## config.mk

```make
export PLATFORM = sky130hd
export DESIGN_NAME = irq_ctrl
export DESIGN_NICKNAME = d
export VERILOG_FILES = /design/src/rtl/irq_pkg.sv /design/src/rtl/irq_flag_bank.sv /design/src/rtl/irq_arbiter.sv /design/src/rtl/irq_ctrl.sv
export SDC_FILE = /design/constraint.sdc
export NUM_CORES = 1
export LEC_CHECK = 0
export BUFFER_PORTS_ARGS = -buffer_cell sky130_fd_sc_hd__buf_2
export CELL_PAD_IN_SITES_DETAIL_PLACEMENT = 2
export CELL_PAD_IN_SITES_GLOBAL_PLACEMENT = 2
export CORE_MARGIN = 2
export CORE_UTILIZATION = 30
export DETAILED_ROUTE_END_ITERATION = 10
export HOLD_SLACK_MARGIN = 0.03
export PLACE_DENSITY = 0.89
export SYNTH_ARGS = -nofsm -noshare
export SYNTH_HDL_FRONTEND = slang
export SYNTH_SLANG_ARGS = --single-unit
```

## constraint.sdc

```tcl
create_clock -name clk -period 2.5 [get_ports clk]
set_input_delay 0.125 -clock clk [delete_from_list [all_inputs] [get_ports clk]]
set_output_delay 0.125 -clock clk [all_outputs]
set_load 0.01 [all_outputs]
```

## src/rtl/irq_pkg.sv

```systemverilog
package irq_pkg;
  // Register word addresses
  localparam logic [1:0] A_CORE = 2'd0;
  localparam logic [1:0] A_PFLG = 2'd1;
  localparam logic [1:0] A_PEN  = 2'd2;

  // Entry decision at a cycle boundary; a same-cycle clearing write wins.
  function automatic logic f_take(input logic icyc, input logic gie,
                                  input logic pending, input logic gie_clr);
    return icyc & gie & pending & ~gie_clr;
  endfunction

  // Next flag value: write replaces, event ORs in last so set wins.
  function automatic logic f_flag(input logic q, input logic wr,
                                  input logic wd, input logic set);
    return (wr ? wd : q) | set;
  endfunction
endpackage

```

## src/rtl/irq_flag_bank.sv

```systemverilog
module irq_flag_bank #(
  parameter int W = 3
) (
  input  logic         clk,
  input  logic         rst_n,
  input  logic [W-1:0] set_i,
  input  logic         wr_i,
  input  logic [W-1:0] wd_i,
  output logic [W-1:0] q_o
);
  import irq_pkg::*;

  for (genvar i = 0; i < W; i++) begin : g_bit
    always_ff @(posedge clk or negedge rst_n) begin
      if (!rst_n) q_o[i] <= 1'b0;
      else        q_o[i] <= f_flag(q_o[i], wr_i, wd_i[i], set_i[i]);
    end
  end
endmodule

```

## src/rtl/irq_arbiter.sv

```systemverilog
module irq_arbiter #(
  parameter int NCORE = 3,
  parameter int NPERI = 7
) (
  input  logic [NCORE-1:0] cflag_i,
  input  logic [NCORE-1:0] cen_i,
  input  logic [NPERI-1:0] pflag_i,
  input  logic [NPERI-1:0] pen_i,
  input  logic             peie_i,
  input  logic             gie_i,
  input  logic             icyc_i,
  input  logic             gie_clr_i,
  output logic             pend_core_o,
  output logic             pend_peri_o,
  output logic             take_o
);
  import irq_pkg::*;

  function automatic logic any_core(input logic [NCORE-1:0] f, input logic [NCORE-1:0] e);
    return |(f & e);
  endfunction

  function automatic logic any_peri(input logic [NPERI-1:0] f, input logic [NPERI-1:0] e);
    return |(f & e);
  endfunction

  assign pend_core_o = any_core(cflag_i, cen_i);
  assign pend_peri_o = peie_i & any_peri(pflag_i, pen_i);
  assign take_o      = f_take(icyc_i, gie_i, pend_core_o | pend_peri_o, gie_clr_i);
endmodule

```

## src/rtl/irq_ctrl.sv

```systemverilog
module irq_ctrl #(
  parameter int             DW    = 8,
  parameter int             NCORE = 3,
  parameter int             NPERI = 7,
  parameter int             AW    = 2,
  parameter int             PCW   = 13,
  parameter logic [PCW-1:0] VEC   = 13'h0004
) (
  input  logic                   clk,
  input  logic                   rst_n,
  input  logic [NCORE+NPERI-1:0] ev_i,
  input  logic                   icyc_i,
  input  logic                   rfi_i,
  input  logic                   wr_i,
  input  logic [AW-1:0]          addr_i,
  input  logic [DW-1:0]          wdata_i,
  output logic [DW-1:0]          rdata_o,
  output logic                   take_o,
  output logic [PCW-1:0]         vec_o
);
  import irq_pkg::*;

  localparam int NSRC   = NCORE + NPERI;
  localparam int CEN_LO = NCORE;
  localparam int PEIE_B = 2 * NCORE;
  localparam int GIE_B  = DW - 1;

  logic [NCORE-1:0] cflag, cen;
  logic [NPERI-1:0] pflag, pen;
  logic             peie, gie;
  logic             wr_core, wr_pflg, wr_pen, gie_clr_wr;
  logic             pend_core, pend_peri;
  logic [DW-1:0]    core_word;

  assign wr_core    = wr_i & (addr_i == AW'(A_CORE));
  assign wr_pflg    = wr_i & (addr_i == AW'(A_PFLG));
  assign wr_pen     = wr_i & (addr_i == AW'(A_PEN));
  assign gie_clr_wr = wr_core & ~wdata_i[GIE_B];

  irq_flag_bank #(.W(NCORE)) u_cflag (
    .clk(clk), .rst_n(rst_n), .set_i(ev_i[NCORE-1:0]),
    .wr_i(wr_core), .wd_i(wdata_i[NCORE-1:0]), .q_o(cflag));

  irq_flag_bank #(.W(NCORE)) u_cen (
    .clk(clk), .rst_n(rst_n), .set_i('0),
    .wr_i(wr_core), .wd_i(wdata_i[CEN_LO +: NCORE]), .q_o(cen));

  irq_flag_bank #(.W(1)) u_peie (
    .clk(clk), .rst_n(rst_n), .set_i(1'b0),
    .wr_i(wr_core), .wd_i(wdata_i[PEIE_B]), .q_o(peie));

  irq_flag_bank #(.W(NPERI)) u_pflag (
    .clk(clk), .rst_n(rst_n), .set_i(ev_i[NSRC-1:NCORE]),
    .wr_i(wr_pflg), .wd_i(wdata_i[NPERI-1:0]), .q_o(pflag));

  irq_flag_bank #(.W(NPERI)) u_pen (
    .clk(clk), .rst_n(rst_n), .set_i('0),
    .wr_i(wr_pen), .wd_i(wdata_i[NPERI-1:0]), .q_o(pen));

  irq_arbiter #(.NCORE(NCORE), .NPERI(NPERI)) u_arb (
    .cflag_i(cflag), .cen_i(cen), .pflag_i(pflag), .pen_i(pen),
    .peie_i(peie), .gie_i(gie), .icyc_i(icyc_i), .gie_clr_i(gie_clr_wr),
    .pend_core_o(pend_core), .pend_peri_o(pend_peri), .take_o(take_o));

  // Global enable: entry clears, return sets, software write otherwise.
  always_ff @(posedge clk or negedge rst_n) begin
    if (!rst_n)       gie <= 1'b0;
    else if (take_o)  gie <= 1'b0;
    else if (rfi_i)   gie <= 1'b1;
    else if (wr_core) gie <= wdata_i[GIE_B];
  end

  always_comb begin
    core_word                   = '0;
    core_word[NCORE-1:0]        = cflag;
    core_word[CEN_LO +: NCORE]  = cen;
    core_word[PEIE_B]           = peie;
    core_word[GIE_B]            = gie;
  end

  always_comb begin
    case (addr_i)
      AW'(A_CORE): rdata_o = core_word;
      AW'(A_PFLG): rdata_o = DW'(pflag);
      AW'(A_PEN):  rdata_o = DW'(pen);
      default:     rdata_o = '0;
    endcase
  end

  assign vec_o = VEC;
endmodule

```

Word-level counts from Yosys, hierarchy flattened --
Cells that the tools add are included.
Cells by class: eq/ne operators 2, muxes and demuxes 14, bitwise gates (word level) 23, reductions and logical operators 4
Operators by type and width (count):
- case mux 8 bit (3 select lines) | 1
- 2-to-1 mux 1 bit | 13
- OR 1 bit | 11
- bitwise AND 1 bit | 8
- bitwise AND 7 bit | 1
- OR reduction 7 bit | 1
- bitwise AND 3 bit | 1
- nonzero test 3 bit | 1
- OR reduction 3 bit | 1
- equality test 2 x 1 -> 1 bit (second input constant) | 1
- equality test 2 bit (second input constant) | 1
- logical NOT 2 bit | 1
- NOT 1 bit | 2
Word-level totals: register bits 22, input port bits 25, output and inout port bits 22, logic and storage cells 65

Longest topological paths before layout --
Gate-level depths: netlist of the first run.
depth in word-level cells 7, depth in mapped cells 6, depth with buffers taken out 4

By module --
A second synthesis of the first run with hierarchy kept.
Second synthesis, totals: cells, all modules 126, area, all modules 1311.3 µm²
Modules (own cells, without submodules):
- irq_flag_bank at u_pen ... | times used 2, cells an instance 22, area an instance 304.0 µm², sequential area each 175.2 µm²
- irq_ctrl | times used 1, cells an instance 51, area an instance 359.1 µm², sequential area each 25.0 µm²
- irq_flag_bank at u_cen ... | times used 2, cells an instance 9, area an instance 120.1 µm², sequential area each 75.1 µm²
- irq_arbiter | times used 1, cells an instance 10, area an instance 63.8 µm², sequential area each 0.0 µm²
- irq_flag_bank at u_peie | times used 1, cells an instance 3, area an instance 40.0 µm², sequential area each 25.0 µm²

Least setup slack after synthesis of the first run --
No wires, ideal clock.
kind reg-to-output, start register u_pflag.q_o[0], end output port take_o, arrival time 1293 ps, data required time 2375 ps, path slack 1082 ps, cell stages (with the launch flop) 5, buffers on the path 0, path through dfrtp_1 > a222oi_1 > nand3_1 > a221o_1 > and2_1
Between the ends: word-level cells in the longest chain between the ends 6
RTL lines:
- start: declaration | RTL line irq_flag_bank.sv:9 | output logic [W-1:0] q_o
- start signal: indexed assignment | RTL line irq_flag_bank.sv:16 | else q_o[i] <= f_flag(q_o[i], wr_i, wd_i[i], set_i[i]);
- bitwise AND 7 bit | RTL line irq_arbiter.sv:24 | return |(f & e);
- OR reduction 7 bit | RTL line irq_arbiter.sv:24
- bitwise AND 1 bit | RTL line irq_arbiter.sv:28 | assign pend_peri_o = peie_i & any_peri(pflag_i, pen_i);
- OR 1 bit | RTL line irq_arbiter.sv:29 | assign take_o = f_take(icyc_i, gie_i, pend_core_o | pend_peri_o, gie_clr_i);
- bitwise AND 1 bit (2 in a row) | RTL line irq_pkg.sv:10 | return icyc & gie & pending & ~gie_clr;
- end: declaration | RTL line irq_ctrl.sv:18 | output logic take_o,
No other way between the ends.

Final worst setup path of the first run --
Ends and elaborated chain as after synthesis.

==> results of run 1 <==
[registers in the layout, indices dropped and copies added, names as in the netlist]
| register | flops |
|---|---|
| gie | 1 |
| u_cen.q_o | 3 |
| u_cflag.q_o | 3 |
| u_peie.q_o | 1 |
| u_pen.q_o | 7 |
| u_pflag.q_o | 7 |
[power by group through the flow]
stage	Clock, mW	Combinational, mW	Sequential, mW
after floorplan	0	0.137	0.432
after global placement	0	0.181	0.443
after detailed placement	0	0.191	0.447
after CTS	0.349	0.196	0.440
after global routing	0.356	0.214	0.449
final	0.340	0.191	0.441
[final cells by class]
cell class	instances	area (µm²)	share of cell area
clock inverter	1	30.0	0.0206
clock buffer	3	41.3	0.0283
sequential	22	551	0.377
multi-input combinational	91	581	0.398
tap	50	62.6	0.0429
inverter	1	3.75	0.00257
timing repair buffer	36	190	0.130
[per-stage QoR]
step                power [mW]  area (µm²)
finish                   0.972        1460
global route              1.02        1460
CTS                      0.985        1460
detailed placement       0.638        1380
global placement         0.624        1380
floorplan                0.569        1260
[layout by cell type (no fill, tap or decap), types with 5 or more instances in the layout]
| master | count |
|---|---|
| sky130_fd_sc_hd__nor2b_1 | 5 |
| sky130_fd_sc_hd__o21ai_0 | 7 |
| sky130_fd_sc_hd__conb_1 | 13 |
| sky130_fd_sc_hd__dfrtp_1 | 22 |
| sky130_fd_sc_hd__mux2i_1 | 7 |
| sky130_fd_sc_hd__nand2_1 | 24 |
| sky130_fd_sc_hd__mux2_2 | 11 |
| sky130_fd_sc_hd__buf_2 | 33 |
| sky130_fd_sc_hd__nand3b_1 | 7 |
[worst paths after layout]
check	cells after the start	start	slack (ns)	endpoint
max	5	u_pflag.q_o[0]$_DFF_PN0_	0.52	take_o
min	2	ev_i[9]	0.04	u_pflag.q_o[6]$_DFF_PN0_
max reg2reg	4	u_pflag.q_o[0]$_DFF_PN0_	0.98	gie$_DFFE_PN0P_
min reg2reg	2	u_pflag.q_o[5]$_DFF_PN0_	0.54	u_pflag.q_o[5]$_DFF_PN0_
max in group asynchronous	2	rst_n	1.81	u_cen.q_o[0]$_DFFE_PN0N_
min in group asynchronous	2	rst_n	0.35	u_pen.q_o[1]$_DFFE_PN0P_
[worst max-delay path, delay by kind of cell, from the launching register on]
family / cells / cell delay, ns
AOI/OAI and AO/OA: 2 / 0.75
and+or+nand+nor: 2 / 0.30
DFF: 1 / 0.40
buffers and inverters: 1 / 0.13
[logic make-up after synthesis]
| logic type | synth area share |
|---|---|
| buffers and inverters | 0.108 |
| AND/OR/NAND/NOR | 0.176 |
| AO/OA/AOI/OAI | 0.100 |
| flip-flops | 0.450 |
| other | 0.00614 |
| multiplexers | 0.159 |
[layer usage]
metal | routed length (µm) | share of wire
met5 | 0 | 0
met4 | 58 | 0.017
met3 | 145 | 0.041
met2 | 1950 | 0.56
met1 | 1350 | 0.39
[synth_stat cells]
library cell | n | area share
sky130_fd_sc_hd__a211o_1 | 3 | 0.021
sky130_fd_sc_hd__a211oi_1 | 1 | 0.0061
sky130_fd_sc_hd__a21oi_1 | 2 | 0.0082
sky130_fd_sc_hd__a221o_1 | 1 | 0.0082
sky130_fd_sc_hd__a222oi_1 | 1 | 0.0082
sky130_fd_sc_hd__a22o_1 | 1 | 0.0072
sky130_fd_sc_hd__a22oi_1 | 2 | 0.012
sky130_fd_sc_hd__and2_1 | 1 | 0.0051
sky130_fd_sc_hd__buf_2 | 1 | 0.0041
sky130_fd_sc_hd__buf_4 | 14 | 0.086
sky130_fd_sc_hd__buf_6 | 1 | 0.0092
sky130_fd_sc_hd__clkbuf_1 | 2 | 0.0061
sky130_fd_sc_hd__conb_1 | 2 | 0.0061
sky130_fd_sc_hd__dfrtp_1 | 22 | 0.45
sky130_fd_sc_hd__inv_1 | 1 | 0.0031
sky130_fd_sc_hd__mux2_2 | 11 | 0.10
sky130_fd_sc_hd__mux2i_1 | 7 | 0.057
sky130_fd_sc_hd__nand2_1 | 24 | 0.074
sky130_fd_sc_hd__nand3_1 | 1 | 0.0041
sky130_fd_sc_hd__nand3b_1 | 7 | 0.043
sky130_fd_sc_hd__nor2_1 | 1 | 0.0031
sky130_fd_sc_hd__nor2b_1 | 5 | 0.026
sky130_fd_sc_hd__nor3b_1 | 1 | 0.0061
sky130_fd_sc_hd__nor3b_2 | 1 | 0.010
sky130_fd_sc_hd__o21ai_0 | 7 | 0.029
sky130_fd_sc_hd__or2_2 | 1 | 0.0051
==> reports/qor.log, run 1 <==
[outcome] status finished, final reports clean
[setup_path] Req. time, crit path 2.38 ns
[setup_path] cell type of the slowest stage on the worst timing path sky130_fd_sc_hd__dfrtp_1
[placement] number of placed instances, taps included 199
[placement] # port buffers 33
[route] vias per cell 4.85
[power] part of the power in combinational logic 0.197
[timing] unrepaired setup endpoints after global routing false
[power] leakage dissipation 0.682 nW
[floorplan] vertical die dimension 67.8 µm
[global_route] antenna violations before repair 0
[power] P_sw 0.262 mW
[timing] worst-case hold slack 0.0387 ns
[clocking] Post-CTS Hold Fix Bufs 1
[timing] crit path time final 1.98 ns
[placement] HPWL reported at the end of detailed placement 2.58 mm
[route] routed length per instance 17.2 µm
[power] relative contribution of the clock network to total power 0.350
[layout] post-route insts no fill 204
[route] count of vias placed by the detailed router 990
[clocking] Clock H-tree levels 1
[floorplan] placement row count 23
[clocking] number of sinks driven by the clock tree 22
[clocking] Resized Gates After CTS 0
[timing] Finish-stage setup viols 0
[clocking] Post-CTS Setup Bufs 0
[floorplan] die outline area 0.00460 mm²
[global_route] met2 track demand over resource in global routing 0.310
[global_route] global-route layer with the greatest usage met2
[layout] fraction of layout instances using a drive strength above 1 0.338
[power] sequential group share of total power 0.453
[setup_path] Critical Setup Path Class reg2out
[global_route] pin count of the biggest net entering global routing 23
[placement] GP Congestion 0.756
[clocking] TritonCTS clock tree built
[timing] Max transition margin 0.555
[layout] fill count 455
[timing] Hold Fails Final Rpt 0
[power] power density of the placed cells 666 mW/mm²
[timing] final setup slack of the worst path 0.522 ns
[clocking] clock transition time at the flip-flop clock pins of the worst setup and hold paths 0.08 ns
[floorplan] IO Count 47
[floorplan] Core Region 0.00397 mm²
[setup_path] worst-path maximum fanout 3
[clocking] clk_lat worst skew 0.27 ns
[setup_path] Crit. End Element primary output
[timing] Fmax achieved 0.506 GHz
[timing] post-route clock skew 0.00326 ns
[setup_path] critical-path cell list a222oi_1 -> nand3_1 -> a221o_1 -> and2_1 -> buf_2
[synth] Seq cells post-synth 22
[global_route] GRT met3 Usage 0.0263
[setup_path] signal arrival time at the worst endpoint 1.85 ns
[global_route] number of global-route vias before repair 1123
[setup_path] delay of the slowest cell on the worst path 0.40 ns
[route] count of antenna-violating nets left after detailed routing 0
[synth] part of the Yosys area used for sequential elements 0.450
[route] number of iterations in the first detailed-routing pass 4
[timing] total negative slack 0 ns
[timing] transition time of the tightest slew-check pin 0.665 ns
[synth] Mapped Avg Cell Area 10.1 µm²
[clocking] Clk Tree Root Cell sky130_fd_sc_hd__clkbuf_8
[setup_path] element type at the critical path start register
[layout] area delta synth->final 19.3%
[synth] Ys Warns 0
[timing] max-slew violations 0
[synth] Post-Syn Area 0.00122 mm²
[layout] antenna diode instance count 0
[power] Int Power 0.709 mW
[worst_hold_path] Hold/Removal Path Class in2reg
[placement] worst slack, placed 0.835 ns
[job] number of max-cap violations 0
[synth] number of cells produced by synthesis 121
[global_route] first-pass GRT wire length 5.51 mm
[route] sum of routed wire length over all layers 3.51 mm
[floorplan] initial core utilization 0.308
[timing] period utilization 0.791
[clocking] CTS max path bufs 2
[power] share of total power consumed by net switching 0.270
[route] DRC marker count from the first detailed-route iteration 14
[route] DRC errors left 0
[global_route] global router's overall resource usage 0.168
[synth] count of unique library cells instantiated by Yosys 26
[layout] end-of-flow core utilization 0.367
[floorplan] Die W 67.8 µm
[global_route] M1 GR Usage 0.190
[clocking] number of buffers inserted during clock tree synthesis 3
[layout] net count of the finished layout 180
[power] Worst IR Drop VDD 0.000315 V
[global_route] Remaining Overflow, GRT 0
No activity file was read; power rests on OpenSTA's default activity.
==> run 2, diff against run 1 <==
CORE_UTILIZATION = 28   (was 30)
PLACE_DENSITY = 0.85   (was 0.89)
clock period = 2.05 ns   (was 2.5 ns; I/O delays follow)
==> reports/qor.log, run 2 (same netlist as run 1, synthesis figures left out) <==
[route] wl on met1 1.53 mm [was 1.35 mm]
[clocking] number of sinks driven by the clock tree 22 [unchanged]
[power] sequential group share of total power 0.451 [was 0.453]
[setup_path] worst-path maximum fanout 3 [unchanged]
[route] vias per cell 4.80 [was 4.85]
[setup_path] Crit. End Element primary output [unchanged]
[global_route] number of global-route vias before repair 1123 [unchanged]
[global_route] antenna violations before repair 0 [unchanged]
[power] power density of the placed cells 790 mW/mm² [was 666 mW/mm²]
[route] number of iterations in the first detailed-routing pass 4 [unchanged]
[placement] # port buffers 33 [unchanged]
[clocking] clock transition time at the flip-flop clock pins of the worst setup and hold paths 0.08 ns [about the same]
[clocking] TritonCTS clock tree built [unchanged]
[route] total length of routed met2 wires 1.74 mm [was 1.95 mm]
[floorplan] placement row count 24 [was 23]
[setup_path] element type at the critical path start register [unchanged]
[setup_path] Req. time, crit path 1.95 ns [was 2.38 ns]
[global_route] global router's overall resource usage 0.151 [was 0.168]
[clocking] Post-CTS Setup Bufs 0 [unchanged]
[clocking] Clk Tree Root Cell sky130_fd_sc_hd__clkbuf_8 [unchanged]
[timing] Max transition margin 0.566 [was 0.555]
[timing] worst-case hold slack 0.0265 ns [was 0.0387 ns]
[route] met3 wire len 183 µm [was 145 µm]
[route] highest signal layer in the routed design met4 [unchanged]
[power] leakage dissipation 0.704 nW [was 0.682 nW]
[power] P_sw 0.322 mW [was 0.262 mW]
[clocking] Resized Gates After CTS 0 [unchanged]
[setup_path] critical-path cell list a222oi_1 -> nand3_1 -> a221o_1 -> and2_1 -> buf_2 [unchanged]
[floorplan] die outline area 0.00491 mm² [was 0.00460 mm²]
[timing] max-slew violations 0 [unchanged]
[timing] Finish-stage setup viols 0 [unchanged]
[timing] crit path time final 1.86 ns
[clocking] Clock H-tree levels 1 [unchanged]
[power] relative contribution of the clock network to total power 0.347 [was 0.350]
[setup_path] cell type of the slowest stage on the worst timing path sky130_fd_sc_hd__dfrtp_1 [unchanged]
[layout] antenna diode instance count 0 [unchanged]
[route] count of antenna-violating nets left after detailed routing 0 [unchanged]
[timing] period utilization 0.909
[worst_hold_path] Hold/Removal Path Class in2reg [unchanged]
[route] DRC errors left 0 [unchanged]
[setup_path] signal arrival time at the worst endpoint 1.76 ns [was 1.85 ns]
[global_route] first-pass GRT wire length 5.75 mm [was 5.51 mm]
[floorplan] initial core utilization 0.287 [was 0.308]
[layout] net count of the finished layout 185 [was 180]
[power] part of the power in combinational logic 0.203 [was 0.197]
[layout] fraction of layout instances using a drive strength above 1 0.333 [was 0.338]
[outcome] status finished, final reports clean [unchanged]
[route] count of vias placed by the detailed router 1012 [was 990]
[global_route] Remaining Overflow, GRT 0 [unchanged]
[power] Worst IR Drop VDD 0.000251 V [was 0.000315 V]
[layout] largest registers in the final layout u_pen.q_o: 7 flops, u_pflag.q_o: 7 flops [unchanged]
[setup_path] delay of the slowest cell on the worst path 0.41 ns [was 0.40 ns]
[power] share of total power consumed by net switching 0.270 [about the same]
[floorplan] vertical die dimension 70.1 µm [was 67.8 µm]
[layout] commonest non-fill, non-tap cells in the layout sky130_fd_sc_hd__buf_2 (33), sky130_fd_sc_hd__nand2_1 (24), sky130_fd_sc_hd__dfrtp_1 (22) [unchanged]
[route] sum of routed wire length over all layers 3.50 mm [was 3.51 mm]
[layout] most common cell after layout, fill and taps aside sky130_fd_sc_hd__buf_2 [unchanged]
[job] number of max-cap violations 0 [unchanged]
[route] routed length per instance 16.6 µm [was 17.2 µm]
[setup_path] combined buffer and inverter count along the critical path 1 [unchanged]
[placement] GP Congestion 0.778 [was 0.756]
[floorplan] IO Count 47 [unchanged]
[clocking] clk_lat worst skew 0.27 ns [about the same]
[layout] area delta synth->final 23.4% [was 19.3%]
[timing] Hold Fails Final Rpt 0 [unchanged]
[timing] transition time of the tightest slew-check pin 0.648 ns [was 0.665 ns]
[placement] HPWL reported at the end of detailed placement 2.61 mm [was 2.58 mm]
[setup_path] Critical Setup Path Class reg2out [unchanged]
[timing] total negative slack 0 ns [unchanged]
[floorplan] Core Region 0.00426 mm² [was 0.00397 mm²]
[global_route] pin count of the biggest net entering global routing 23 [unchanged]
[timing] unrepaired setup endpoints after global routing false [unchanged]
[power] Int Power 0.871 mW [was 0.709 mW]
[setup_path] Largest delay share family, worst path compound AO/OA/AOI/OAI gates [unchanged]
[floorplan] Die W 70.1 µm [was 67.8 µm]
[timing] Fmax achieved 0.537 GHz
[route] DRC marker count from the first detailed-route iteration 19 [was 14]
[clocking] CTS max path bufs 2 [unchanged]
[timing] post-route clock skew 0.00260 ns [was 0.00326 ns]
[clocking] number of buffers inserted during clock tree synthesis 3 [unchanged]
==> run 2: cell types whose count changed in the layout (fill, tap and decap cells not counted) <==
cell and change:
sky130_fd_sc_hd__dlygate4sd3_1 +4, sky130_fd_sc_hd__buf_4 +1
==> run 2: final timing paths <==
kind	start	endpoint	slack, ns	depth (start not counted)
max in group asynchronous	rst_n	u_cflag.q_o[2]$_DFF_PN0_	1.38	2
worst min register to register	u_pflag.q_o[3]$_DFF_PN0_	u_pflag.q_o[3]$_DFF_PN0_	0.54	2
min in group asynchronous	rst_n	u_peie.q_o$_DFFE_PN0N_	0.32	2
worst min-delay path	ev_i[1]	u_cflag.q_o[1]$_DFF_PN0_	0.03	2
worst max-delay path	u_pen.q_o[0]$_DFFE_PN0P_	take_o	0.19	5
worst max register to register	u_pen.q_o[0]$_DFFE_PN0P_	gie$_DFFE_PN0P_	0.62	4
==> run 2: cell type report <==
cell class,instances,area [µm²]
clock buffers,3,41.3
clock inverters,1,30.0
fillers,513,2760
inverters,1,3.75
multi-input cells,91,581
flip-flops and latches,22,551
well taps,52,65.1
repair buffers,41,238
==> run 2: power by group through the flow <==
stage                     Combinational (mW)  Clock, mW  Sequential, mW
final                                  0.242      0.413           0.538
after global routing                   0.269      0.436           0.547
after CTS                              0.245      0.421           0.538
after detailed placement               0.236          0           0.546
after global placement                 0.224          0           0.538
after floorplan                        0.167          0           0.527
==> run 2: metrics by stage <==
stage                util  setup slack [ns]  instance area (µm²)  std cells  total power, mW
floorplan               -             0.654                 1260        132            0.694
global placement    0.325             0.482                 1390        202            0.762
detailed placement  0.325             0.433                 1390        202            0.782
CTS                 0.354             0.131                 1510        211             1.20
global route        0.354            0.0213                 1510        211             1.25
finish              0.354             0.186                 1510        211             1.19
==> run 2: repair_timing <==
| item | in CTS | in global routing |
|---|---|---|
| setup endpoints to repair | 0 | 1 |
| endpoints found under the hold margin | 26 | 0 |
| hold buffers | 5 | 0 |
==> run 2: routing by layer <==
metal,global-route usage,vias to the layer above
met5,0,-
li1,-,464
met3,0.0303,5
met2,0.266,32
met1,0.187,511
met4,0.0449,0
==> run 3, diff against run 2 <==
==> constraint.sdc (replaced) <==
create_clock -name clk -period 2.05 [get_ports clk]
set_input_delay 0.1025 -clock clk [delete_from_list [all_inputs] [get_ports clk]]
set_output_delay 0.1025 -clock clk [all_outputs]
set_load 0.05 [all_outputs]
==> reports/qor.log, run 3 (same netlist as run 1, synthesis figures left out) <==
[worst_hold_path] Hold Path Cell Cnt 2 [unchanged]
[setup_path] launching point of the worst reg2reg path u_pen.q_o[0]$_DFFE_PN0P_ [unchanged]
[global_route] number of global-route vias before repair 1090 [was 1123]
[route] count of antenna-violating nets left after detailed routing 0 [unchanged]
[clocking] clk_lat worst skew 0.27 ns [about the same]
[setup_path] signal arrival time at the worst endpoint 1.85 ns [was 1.76 ns]
[floorplan] vertical die dimension 70.1 µm [unchanged]
[layout] commonest non-fill, non-tap cells in the layout sky130_fd_sc_hd__buf_2 (32), sky130_fd_sc_hd__nand2_1 (24), sky130_fd_sc_hd__dfrtp_1 (22) [was sky130_fd_sc_hd__buf_2 (33), sky130_fd_sc_hd__nand2_1 (24), sky130_fd_sc_hd__dfrtp_1 (22)]
[clocking] number of sinks driven by the clock tree 22 [unchanged]
[clocking] TritonCTS clock tree built [unchanged]
[global_route] first-pass GRT wire length 5.62 mm [was 5.75 mm]
[setup_path] capture point of the worst path take_o [unchanged]
[layout] fraction of layout instances using a drive strength above 1 0.333 [unchanged]
[clocking] clock transition time at the flip-flop clock pins of the worst setup and hold paths 0.08 ns [about the same]
[layout] largest registers in the final layout u_pen.q_o: 7 flops, u_pflag.q_o: 7 flops [unchanged]
[setup_path] Crit. End Element primary output [unchanged]
[setup_path] element type at the critical path start register [unchanged]
[timing] Hold Fails Final Rpt 0 [unchanged]
[route] DRC errors left 0 [unchanged]
[layout] area delta synth->final 23.6% [was 23.4%]
[setup_path] start point of the critical path u_pen.q_o[0]$_DFFE_PN0P_ [unchanged]
[power] power density of the placed cells 866 mW/mm² [was 790 mW/mm²]
[route] count of vias placed by the detailed router 996 [was 1012]
[floorplan] Core Region 0.00426 mm² [unchanged]
[floorplan] IO Count 47 [unchanged]
[setup_path] endpoint of the most critical register-to-register path gie$_DFFE_PN0P_ [unchanged]
[route] number of iterations in the first detailed-routing pass 4 [unchanged]
[clocking] Clk Tree Root Cell sky130_fd_sc_hd__clkbuf_8 [unchanged]
[setup_path] Critical Setup Path Class reg2out [unchanged]
[setup_path] critical-path cell list a222oi_1 -> nand3_1 -> a221o_1 -> and2_1 -> buf_4 [was a222oi_1 -> nand3_1 -> a221o_1 -> and2_1 -> buf_2]
[route] DRC marker count from the first detailed-route iteration 24 [was 19]
[placement] # port buffers 33 [unchanged]
[job] number of max-cap violations 0 [unchanged]
[route] routed length per instance 16.7 µm [was 16.6 µm]
[timing] crit path time final 1.96 ns [was 1.86 ns]
[timing] Fmax achieved 0.511 GHz [was 0.537 GHz]
[timing] worst-case hold slack 0.0289 ns [was 0.0265 ns]
[outcome] status finished, final reports clean [unchanged]
[floorplan] Die W 70.1 µm [unchanged]
[setup_path] worst-path maximum fanout 3 [unchanged]
[setup_path] Stages on worst setup path 5 [unchanged]
[power] leakage dissipation 0.704 nW [about the same]
[timing] max-slew violations 0 [unchanged]
[worst_hold_path] Hold/Removal Path Class in2reg [unchanged]
[floorplan] die outline area 0.00491 mm² [unchanged]
[power] Worst IR Drop VDD 0.000247 V [was 0.000251 V]
[global_route] Remaining Overflow, GRT 0 [unchanged]
[floorplan] initial core utilization 0.287 [unchanged]
[global_route] global router's overall resource usage 0.149 [was 0.151]
[setup_path] number of cells on the worst reg-to-reg path 4 [unchanged]
[global_route] pin count of the biggest net entering global routing 23 [unchanged]
[setup_path] combined buffer and inverter count along the critical path 1 [unchanged]
[timing] period utilization 0.954 [was 0.909]
[layout] antenna diode instance count 0 [unchanged]
[setup_path] cell type of the slowest stage on the worst timing path sky130_fd_sc_hd__dfrtp_1 [unchanged]
[layout] most common cell after layout, fill and taps aside sky130_fd_sc_hd__buf_2 [unchanged]
[placement] number of placed instances, taps included 201 [was 202]
[clocking] number of buffers inserted during clock tree synthesis 3 [unchanged]
[timing] post-route clock skew 0.00477 ns [was 0.00260 ns]
[route] sum of routed wire length over all layers 3.52 mm [was 3.50 mm]
[global_route] antenna violations before repair 0 [unchanged]
[route] vias per cell 4.72 [was 4.80]
[timing] transition time of the tightest slew-check pin 0.651 ns [was 0.648 ns]
[layout] post-route insts no fill 211 [unchanged]
[clocking] CTS max path bufs 2 [unchanged]
[floorplan] placement row count 24 [unchanged]
[setup_path] Largest delay share family, worst path compound AO/OA/AOI/OAI gates [unchanged]
[placement] GP Congestion 0.786 [was 0.778]
[clocking] Clock H-tree levels 1 [unchanged]
[timing] Max transition margin 0.565 [was 0.566]
[timing] Finish-stage setup viols 0 [unchanged]
[layout] net count of the finished layout 185 [unchanged]
[setup_path] delay of the slowest cell on the worst path 0.41 ns [about the same]
[placement] HPWL reported at the end of detailed placement 2.63 mm [was 2.61 mm]
[setup_path] Req. time, crit path 1.95 ns [about the same]
[setup_path] r2r setup slk 0.60 ns [was 0.62 ns]
run 3: metrics by stage:
stage	setup TNS (ns)	utilization	worst slack, ns	instance area (µm²)	power (mW)
2_1_floorplan	0	-	0.452	1260	0.807
3_3_place_gp	0	0.324	0.413	1380	0.872
3_5_place_dp	0	0.324	0.372	1380	0.893
4_1_cts	0	0.350	0.0490	1490	1.31
5_1_grt	-0.0167	0.354	-0.0167	1510	1.37
6_report	0	0.354	0.0942	1510	1.31
run 3: how the worst min path moves through the flow:
stage            start                        to
2_1_floorplan    rst_n           gie$_DFFE_PN0P_
3_3_place_gp     rst_n  u_pen.q_o[6]$_DFFE_PN0P_
3_5_place_dp     rst_n  u_pen.q_o[5]$_DFFE_PN0P_
4_1_cts        ev_i[0]  u_cflag.q_o[0]$_DFF_PN0_
5_1_grt        ev_i[0]  u_cflag.q_o[0]$_DFF_PN0_
6_report       ev_i[0]  u_cflag.q_o[0]$_DFF_PN0_
run 3: cell type report:
cell class	instances	area (µm²)
tap	52	65.1
sequential	22	551
clock inverter	1	30.0
multi-input combinational	91	581
fill	502	2750
clock buffer	3	41.3
timing repair buffer	41	240
inverter	1	3.75
run 3: timing repair:
action	in CTS	in global routing
setup endpoints to repair	0	1
hold endpoints to repair	25	1
hold buffers	4	1
setup buffers	0	1
resized for setup	0	2
run 3: where the power goes:
part           internal [mW]  switching, mW  leakage [nW]
Clock                  0.261          0.153        0.0357
Combinational          0.123          0.234         0.433
Sequential             0.490         0.0486         0.235
run 3: layer usage:
layer | global-route usage | vias to the layer above | routed length, µm
met2 | 0.266 | 31 | 1830
met3 | 0.0231 | 2 | 149
met4 | 0.0449 | 0 | 22
met5 | 0 | - | 0
li1 | - | 466 | -
met1 | 0.185 | 497 | 1510
